$ cat src/rtl/fbs_pkg.sv
package fbs_pkg;
    typedef enum logic [2:0] {
        ST_LOCKOUT,
        ST_PRECHARGE,
        ST_DEAD_A,
        ST_PAIR_A,
        ST_DEAD_B,
        ST_PAIR_B,
        ST_HALT,
        ST_FAULT
    } bridge_state_e;
endpackage

$ cat src/rtl/fbs_sync.sv
module fbs_sync #(
    parameter int W = 1
) (
    input  logic         clk,
    input  logic         rst_n,
    input  logic [W-1:0] d_i,
    output logic [W-1:0] q_o
);
    logic [W-1:0] meta_q;
    logic [W-1:0] stab_q;

    always_ff @(posedge clk or negedge rst_n) begin
        if (!rst_n) begin
            meta_q <= '0;
            stab_q <= '0;
        end else begin
            meta_q <= d_i;
            stab_q <= meta_q;
        end
    end

    assign q_o = stab_q;
endmodule

$ cat src/rtl/fbs_ramp.sv
module fbs_ramp #(
    parameter int RW = 13
) (
    input  logic          clk,
    input  logic          rst_n,
    input  logic          zero_i,
    input  logic          hold_i,
    input  logic [RW-1:0] third_i,
    output logic          ev_third_o,
    output logic          ev_top_o,
    output logic          ev_bot_o,
    output logic          below_sixth_o
);
    localparam int AW = RW + 1;

    logic [AW-1:0] ramp_q;
    logic          up_q;
    logic [AW-1:0] lo_w, hi_w, sixth_w, r_inc, r_dn;

    assign lo_w    = AW'(third_i);
    assign hi_w    = {third_i, 1'b0};
    assign sixth_w = AW'(third_i >> 1);
    assign r_inc   = ramp_q + AW'(1);
    assign r_dn    = (ramp_q == '0) ? '0 : ramp_q - AW'(1);

    always_ff @(posedge clk or negedge rst_n) begin
        if (!rst_n) begin
            ramp_q <= '0;
            up_q   <= 1'b1;
        end else if (zero_i) begin
            ramp_q <= '0;
            up_q   <= 1'b1;
        end else if (hold_i) begin
            ramp_q <= r_dn;
            up_q   <= 1'b0;
        end else if (up_q) begin
            ramp_q <= r_inc;
            if (r_inc >= hi_w) up_q <= 1'b0;
        end else begin
            ramp_q <= r_dn;
            if (ramp_q <= lo_w + AW'(1)) up_q <= 1'b1;
        end
    end

    assign ev_third_o    = !hold_i && up_q && (r_inc >= lo_w);
    assign ev_top_o      = !hold_i && up_q && (r_inc >= hi_w);
    assign ev_bot_o      = !hold_i && !up_q && (ramp_q <= lo_w + AW'(1));
    assign below_sixth_o = ramp_q < sixth_w;
endmodule

$ cat src/rtl/fbs_fsm.sv
module fbs_fsm
    import fbs_pkg::*;
#(
    parameter int RW = 13
) (
    input  logic          clk,
    input  logic          rst_n,
    input  logic          pwr_i,
    input  logic          fault_i,
    input  logic          hold_i,
    input  logic          ev_third_i,
    input  logic          ev_top_i,
    input  logic          ev_bot_i,
    input  logic          below_sixth_i,
    input  logic [RW-1:0] dead_i,
    output bridge_state_e state_o,
    output logic          lo1_o,
    output logic          lo2_o,
    output logic          ho1_o,
    output logic          ho2_o
);
    bridge_state_e st_q, st_nxt;
    logic [RW-1:0] gap_q;
    logic          gap_done, in_gap;

    assign in_gap   = (st_q == ST_DEAD_A) || (st_q == ST_DEAD_B);
    assign gap_done = RW'(gap_q + RW'(1)) >= dead_i;

    always_comb begin
        st_nxt = st_q;
        if (!pwr_i)                      st_nxt = ST_LOCKOUT;
        else if (fault_i)                st_nxt = ST_FAULT;
        else if (hold_i && below_sixth_i) st_nxt = ST_HALT;
        else begin
            unique case (st_q)
                ST_LOCKOUT:   st_nxt = ST_PRECHARGE;
                ST_PRECHARGE: if (ev_third_i) st_nxt = ST_DEAD_A;
                ST_DEAD_A:    if (gap_done)   st_nxt = ST_PAIR_A;
                ST_PAIR_A:    if (ev_top_i)   st_nxt = ST_DEAD_B;
                ST_DEAD_B:    if (gap_done)   st_nxt = ST_PAIR_B;
                ST_PAIR_B:    if (ev_bot_i)   st_nxt = ST_DEAD_A;
                ST_HALT:      if (ev_third_i) st_nxt = ST_DEAD_A;
                ST_FAULT:     st_nxt = ST_FAULT;
            endcase
        end
    end

    always_ff @(posedge clk or negedge rst_n) begin
        if (!rst_n) begin
            st_q  <= ST_LOCKOUT;
            gap_q <= '0;
        end else begin
            st_q  <= st_nxt;
            gap_q <= (in_gap && st_nxt == st_q) ? gap_q + RW'(1) : '0;
        end
    end

    always_comb begin
        lo1_o = 1'b0;
        lo2_o = 1'b0;
        ho1_o = 1'b0;
        ho2_o = 1'b0;
        unique case (st_q)
            ST_PRECHARGE: begin lo1_o = 1'b1; lo2_o = 1'b1; end
            ST_PAIR_A:    begin lo1_o = 1'b1; ho2_o = 1'b1; end
            ST_PAIR_B:    begin lo2_o = 1'b1; ho1_o = 1'b1; end
            ST_LOCKOUT, ST_DEAD_A, ST_DEAD_B, ST_HALT, ST_FAULT: ;
        endcase
    end

    assign state_o = st_q;

    assert_lockout_entry_R1: assert property (@(posedge clk) disable iff (!rst_n)
        !pwr_i |=> st_q == ST_LOCKOUT);
    assert_fault_over_hold_R11: assert property (@(posedge clk) disable iff (!rst_n)
        (st_q == ST_FAULT && pwr_i) |=> st_q == ST_FAULT);
    assert_halt_below_sixth_R8: assert property (@(posedge clk) disable iff (!rst_n)
        $rose(st_q == ST_HALT) |-> $past(below_sixth_i));
endmodule

$ cat src/rtl/fbridge_seq.sv
module fbridge_seq
    import fbs_pkg::*;
#(
    parameter int CNT_W = 12
) (
    input  logic             clk,
    input  logic             rst_n,
    input  logic             vdd_above_on_i,
    input  logic             vdd_above_off_i,
    input  logic             shutdown_i,
    input  logic             ramp_hold_i,
    input  logic [CNT_W-1:0] half_period_i,
    input  logic [CNT_W-1:0] dead_time_i,
    output logic             lo1_o,
    output logic             lo2_o,
    output logic             ho1_o,
    output logic             ho2_o,
    output logic             boot1_en_o,
    output logic             boot2_en_o
);
    localparam int RW = CNT_W + 1;

    logic [3:0]    raw_in, sync_in;
    logic          on_s, off_s, sd_s, hold_s;
    logic [RW-1:0] dead_c, half_c, dead_q, half_q;
    logic          pwr_q, fault_q;
    logic          ev_third, ev_top, ev_bot, below_sixth;
    logic          run_zero;
    bridge_state_e state;

    assign raw_in = {vdd_above_on_i, vdd_above_off_i, shutdown_i, ramp_hold_i};
    fbs_sync #(.W(4)) i_sync (.clk(clk), .rst_n(rst_n), .d_i(raw_in), .q_o(sync_in));
    assign {on_s, off_s, sd_s, hold_s} = sync_in;

    assign dead_c = (dead_time_i == '0) ? RW'(1) : RW'(dead_time_i);
    assign half_c = (RW'(half_period_i) <= dead_c) ? dead_c + RW'(1) : RW'(half_period_i);

    always_ff @(posedge clk or negedge rst_n) begin
        if (!rst_n) begin
            dead_q  <= RW'(1);
            half_q  <= RW'(2);
            pwr_q   <= 1'b0;
            fault_q <= 1'b0;
        end else begin
            dead_q <= dead_c;
            half_q <= half_c;
            pwr_q  <= pwr_q ? off_s : on_s;
            if (!off_s)              fault_q <= 1'b0;
            else if (pwr_q && sd_s)  fault_q <= 1'b1;
        end
    end

    assign run_zero = (state == ST_LOCKOUT) || (state == ST_FAULT);

    fbs_ramp #(.RW(RW)) i_ramp (
        .clk(clk), .rst_n(rst_n), .zero_i(run_zero), .hold_i(hold_s),
        .third_i(half_q), .ev_third_o(ev_third), .ev_top_o(ev_top),
        .ev_bot_o(ev_bot), .below_sixth_o(below_sixth)
    );

    fbs_fsm #(.RW(RW)) i_fsm (
        .clk(clk), .rst_n(rst_n), .pwr_i(pwr_q), .fault_i(fault_q | sd_s),
        .hold_i(hold_s), .ev_third_i(ev_third), .ev_top_i(ev_top),
        .ev_bot_i(ev_bot), .below_sixth_i(below_sixth), .dead_i(dead_q),
        .state_o(state), .lo1_o(lo1_o), .lo2_o(lo2_o), .ho1_o(ho1_o), .ho2_o(ho2_o)
    );

    assign boot1_en_o = lo1_o;
    assign boot2_en_o = lo2_o;

    assert_no_shoot_R6: assert property (@(posedge clk) disable iff (!rst_n)
        !(lo1_o && ho1_o) && !(lo2_o && ho2_o));
    assert_fault_sticky_R7: assert property (@(posedge clk) disable iff (!rst_n)
        (fault_q && off_s) |=> fault_q);
    assert_cfg_clamped_R9: assert property (@(posedge clk) disable iff (!rst_n)
        (dead_q != '0) && (half_q > dead_q));
endmodule

$ cat config.mk
export PLATFORM = sky130hd
export DESIGN_NAME = fbridge_seq
export DESIGN_NICKNAME = d
export VERILOG_FILES = /design/src/rtl/fbs_pkg.sv /design/src/rtl/fbs_sync.sv /design/src/rtl/fbs_ramp.sv /design/src/rtl/fbs_fsm.sv /design/src/rtl/fbridge_seq.sv
export SDC_FILE = /design/constraint.sdc
export NUM_CORES = 1
export LEC_CHECK = 0
export BUFFER_PORTS_ARGS = -buffer_cell sky130_fd_sc_hd__buf_2
export CAP_MARGIN = 5
export CORE_ASPECT_RATIO = 0.7
export CORE_MARGIN = 5
export CORE_UTILIZATION = 50
export CTS_CLUSTER_SIZE = 12
export DETAILED_ROUTE_END_ITERATION = 7
export PLACE_DENSITY = 0.68
export SYNTH_ARGS = -nofsm -noshare
export SYNTH_HDL_FRONTEND = slang
export SYNTH_SLANG_ARGS = --single-unit
$ cat constraint.sdc
create_clock -name clk -period 4.2 [get_ports clk]
set_input_delay 0.21 -clock clk [delete_from_list [all_inputs] [get_ports clk]]
set_output_delay 0.21 -clock clk [all_outputs]
set_load 0.02 [all_outputs]
======== After elaboration in Yosys (flattened, before gate mapping) ========
Cells that the tools add are included.
storage, ports and cells
  flip-flop bits (word level) ............. 66
  input port bits ......................... 30
  output and inout bits ................... 6
  word-level logic and storage cells ...... 77
operators by class
  add/sub/neg operators ................... 5
  order comparisons ....................... 6
  equal/unequal tests ..................... 9
  multiplexer cells ....................... 28
  bitwise logic cells ..................... 1
  reductions and logical operators ........ 18
operator list
  operator               count
  $mux 14                4
  $mux 13                2
  $mux 3                 8
  $pmux 3 s7             1
  $add 13x1->14 const B  1
  $add 14x1->14 const B  1
  $ge 14x13->1           1
  $ge 14x14->1           1
  $le 14x14->1           1
  $logic_not 14->1       1
  $lt 14x12->1           1
  $sub 14x1->14 const B  1
  $add 12x1->13 const B  1
  $add 13x1->13 const B  1
  $ge 13x12->1           1
  $eq 3x3->1 const B     4
  $le 12x12->1           1
  $logic_not 12->1       1
  $mux 1                 12
  $mux 12                1
  $logic_and 1x1->1      8
  $eq 3x2->1 const B     2
  $reduce_or 2->1        3
  $eq 3x1->1 const B     1
  other kinds (6)        8

======== Longest topological paths before layout ========
  depth in word-level cells ............... 11
  mapped depth ............................ 14
  mapped depth without buffers ............ 13

======== By module ========
Synthesis repeated with hierarchy kept, for this count alone.
second synthesis, totals
  cells, all modules ...................... 600
  area, all modules ....................... 5475.3 µm²
modules (own cells, without submodules)
  module       instances  cells each  area an instance (µm²)  seq. area each (µm²)
  fbs_ramp     1          316         2548.7                  376.6
  fbridge_seq  1          132         1491.4                  678.2
  fbs_fsm      1          144         1234.9                  400.4
  fbs_sync     1          8           200.2                   200.2

======== Least setup slack after synthesis ========
OpenSTA, ideal clock, no wires.
  kind .................................... flip-flop to flip-flop
  start point ............................. register i_ramp.ramp_q[3]
  end point ............................... register i_fsm.gap_q[0]
  setup time .............................. 120 ps
  arrival ................................. 3018 ps
  data required time ...................... 4080 ps
  setup slack ............................. 1062 ps
  stages on the path, launching flop included .. 14
  period minus slack after synthesis ...... 3138 ps
  cell sequence ........................... dfrtp_1 > buf_2 > nand4_2 > or4_1 > nor2_1 > xor2_1 > ha_1 > nand4_1 > a21oi_1 > or3_1 > or3_1 > o2111ai_2 > buf_6 > nor2_1
between the ends
  cells in the longest elaborated chain, start to end .. 11
  elaborated cells between the ends (all ways) .. 19
  those cells by class .................... add/sub: 1; order compare: 4; eq/ne: 1; mux: 8; reduce/logical: 5
ends and longest elaborated chain
  element                                       RTL line                                     RTL
  from (decl)                                   fbs_ramp.sv:16                               logic [AW-1:0] ramp_q;
  from (signal assigned)                        fbs_ramp.sv:34                               ramp_q <= r_dn;
  from (signal assigned)                        fbs_ramp.sv:37                               ramp_q <= r_inc;
  from (signal assigned)                        fbs_ramp.sv:40                               ramp_q <= r_dn;
  $add 14x1->14                                 fbs_ramp.sv:23                               assign r_inc = ramp_q + AW'(1);
  $ge 14x13->1 or $ge 14x14->1 (tied branches)  fbs_ramp.sv:45, fbs_ramp.sv:46
  $logic_and 1x1->1 (on tied branches)          fbs_ramp.sv:45, fbs_ramp.sv:46
  $mux 3 (on tied branches)                     fbs_fsm.sv:37, fbs_fsm.sv:42, fbs_fsm.sv:39
  $pmux 3 s7                                    fbs_fsm.sv:35                                unique case (st_q)
  $mux 3 (*)                                    fbs_fsm.sv:33                                else if (hold_i && below_sixth_i) st_nxt = ST_HALT;
  $mux 3 (*)                                    fbs_fsm.sv:32                                else if (fault_i) st_nxt = ST_FAULT;
  $mux 3 (*)                                    fbs_fsm.sv:31                                if (!pwr_i) st_nxt = ST_LOCKOUT;
  $eq 3x3->1 (*)                                fbs_fsm.sv:54                                gap_q <= (in_gap && st_nxt == st_q) ? gap_q + RW'(1) : '0;
  $logic_and 1x1->1 (*)                         fbs_fsm.sv:54
  $mux 13 (*)                                   fbs_fsm.sv:54
  to (signal assigned)                          fbs_fsm.sv:54
  to (decl)                                     fbs_fsm.sv:23                                logic [RW-1:0] gap_q;
Every way passes the cells marked *; elsewhere a longest branch is shown, timed or not.
A chain may end at the register's enable or synchronous reset.

======== Worst setup path in the final report ========
  start point ............................. register i_ramp.ramp_q[2]
  end point ............................... register i_fsm.gap_q[2]
The elaborated chain is that of the path after synthesis.

==> results by group <==
Logic synthesis
  • Yosys reg bits: 66
  • Async SR Flop Fraction: 1.00
  • Synth Net Count: 698
  • Main synth FF type: dfrtp_1
  • Mapped cell area: 0.00534 sq mm
  • Mapped Cells: 589
  • Avg Inst Size Synth: 9.06 sq um
  • Number of flops mapped to enable cells by yosys: 0
  • Synth unique cells: 64
  • Sequential element share of the synthesized area: 0.310
  • Yosys warns: 0

Status
  • Run status: finished clean

Pwr
  • VDD IR max: 0.000281 V
  • Power per standard cell area: 514 mW/mm^2
  • PnR Total Power: 3030 uW
  • Leakage: 0.00278 uW

Worst setup path
  • CP peak stage delay: 640 ps
  • Critical path endpoint category: register
  • Critical path, cell by cell: nand4_2 > or4_1 > nor2_1 > xor2_1 > ha_1 > nand4_1 > a2111oi_1 > or3_1 > o2111ai_2 > nor2b_1
  • Critical-path maximum fanout: 13
  • Critical Path AT: 4090 ps
  • Worst r2r src: i_ramp.ramp_q[2]
  • Critical path class: reg2reg
  • CP Data Required Time: 4460 ps
  • FF-to-FF End: i_fsm.gap_q[2]
  • R2R setup slack: 360 ps
  • CP startpoint kind: register
  • Reg2Reg Depth: 10
  • Slowest stage cell on the critical path: dfrtp_1

Floorplanning
  • Core area: 0.0104 sq mm
  • DIE WIDTH: 134 um
  • Die Ht: 96.5 um
  • Die area: 0.0129 sq mm
  • Row count: 31
  • Ports: 36
  • Initial core utilization: 0.514

Clock network
  • CTS buffer count: 9
  • H-tree depth: 3
  • Root Driver: clkbuf_16
  • Max Buffers Root-to-Sink: 2
  • Clock slew at the register clock pins of the worst setup and hold paths: 60 ps
  • Clk Latency, worst-skew pair: 340 ps
  • # clock sinks: 66
  • CTS tree: yes

Run
  • Max-Cap Viols: 0

Finish
  • Antenna diode count: 0
  • Commonest non-fill, non-tap cell in the layout: ha_1
  • Layout cells sized above 1: 0.123
  • Filler cells: 916
  • Most frequent cells in the layout: ha_1, dfrtp_1, inv_1
  • Fin nets: 721
  • Layout Cells excl Fill: 749
  • Area Overhead vs Synth: 10.3%

Worst hold path
  • Hold Crit Start: dead_time_i[7]
  • Worst Hold Class: in2reg
  • Worst Hold End: dead_q[7]
  • Hold path cells: 1

Timing
  • Worst slew pin tran: 1180 ps
  • Skew final: 6.34 ps
  • RSZ-0062 raised after global routing: false
  • Slew HR: 0.214
  • Final setup TNS: 0 ps
  • Fin crit period: 3840 ps
  • Fin Hold WS: 9.44 ps
  • Final hold vios: 0
  • Fmax: 0.261 GHz
  • Fin crit share: 0.913
  • Pins over their slew limit: 0
  • Final setup margin: 364 ps
  • Setup violations, final: 0

Placement
  • Place WS: 454 ps
  • Post-DP HPWL: 9910 um
  • Total placed cells including tap cells: 729
  • Placer congestion estimate: 0.904
  • IO Port Bufs: 35

Global routing
  • Largest net degree at the start of global routing: 67
  • Antenna violations before repair: 0
  • Global-route wire length before repair: 21300 um
  • GRT Util Overall: 0.210
  • Vias in the first global route: 4174
  • Overflow after GRT: 0

Route
  • Vias per Instance: 5.76
  • Vias: 4315
  • Total wire length: 12600 um
  • Drt initial violations: 302
  • Antenna Nets Post-Route: 0
  • DR WL/cell: 16.8 um
  • Drt drc: 0
  • DRT Pass-1 Iters: 6
==> worst max-delay path by stage <==
| stage | from | endpoint | slack [ps] |
|---|---|---|---|
| floorplan | i_ramp.ramp_q[3] | i_fsm.gap_q[0] | 1060 |
| global placement | i_ramp.ramp_q[1] | i_fsm.gap_q[3] | 610 |
| detailed placement | i_ramp.ramp_q[1] | i_fsm.gap_q[3] | 450 |
| CTS | i_ramp.ramp_q[2] | i_fsm.gap_q[2] | 450 |
| global route | i_ramp.ramp_q[2] | i_fsm.gap_q[4] | 40 |
| finish | i_ramp.ramp_q[2] | i_fsm.gap_q[2] | 360 |
==> cell usage after synthesis (10+ instances only) <==
master    number  area [sq um]
ha_1          79           988
nand4_1       12          75.1
nand2_1       32           120
nor3_1        20           100
nor2_1        39           146
nor2b_1       10          62.6
dfrtp_1       63          1580
a21oi_1       26           130
inv_1         53           199
xor2_1        12           105
o21ai_0       21           105
xnor2_1       36           315
nand3_1       29           145
clkbuf_1      23          86.3
==> area by class of cell <==
type	count	area, sq um	area share
Tap cell	132	165	0.0280
Multi-Input combinational cell	441	3360	0.570
Clock inverter	6	42.5	0.00722
Timing Repair Buffer	41	230	0.0391
Sequential cell	66	1660	0.281
Inverter	53	199	0.0338
Clock buffer	10	239	0.0406
==> state kept, by name, summed over array words and instances, names as in the netlist, 3 cells and up <==
signal         flops
i_sync.q_o         4
i_fsm.state_o      3
dead_q            12
i_fsm.gap_q       13
i_sync.meta_q      4
half_q            13
i_ramp.ramp_q     14
==> cell families after synthesis <==
group / after synthesis / synth area share
and+or+nand+nor: 199 / 0.210
AOI/OAI and AO/OA: 99 / 0.123
buffers and inverters: 82 / 0.0612
adders and majority gates: 79 / 0.185
DFF: 66 / 0.310
xor gates and xnor gates: 49 / 0.0818
muxes: 14 / 0.0288
other: 1 / 0.000702
==> per-layer routing <==
metal  up-vias  global-route usage  part of all wire
met2       128               0.294              0.41
met1      2042               0.313              0.51
met4         0              0.0634             0.013
met5         -                   0                 0
met3        14              0.0590             0.065
li1       2131                   -                 -
==> through the flow <==
step           utilization  cell area, sq um
2_1_floorplan            -              5340
5_1_grt              0.567              5890
6_report             0.567              5890
3_5_place_dp         0.536              5570
3_3_place_gp         0.536              5570
4_1_cts              0.566              5890
==> timing repair <==
action | 4_1_cts | 5_1_grt
hold buffers | 4 | 0
buffers inserted | 0 | 0
hold endpoints to repair | 4 | 0
setup endpoints to repair | 0 | 11
resized for setup | 0 | 1
==> report_power, final <==
part	leakage [uW]	switching [uW]	internal, uW
Sequential	0.000816	220	741
Clock	0.000134	286	415
Combinational	0.00183	797	568
Total	0.00278	1300	1720
==> critical path: cells and delay by family, from the launching register on <==
kind,cells,cell delay [ps]
simple gates,6,1680
compound gates,2,970
flops,1,640
xor+xnor,1,270
fa+ha+maj,1,180
Power figures use the tool's default switching activity.
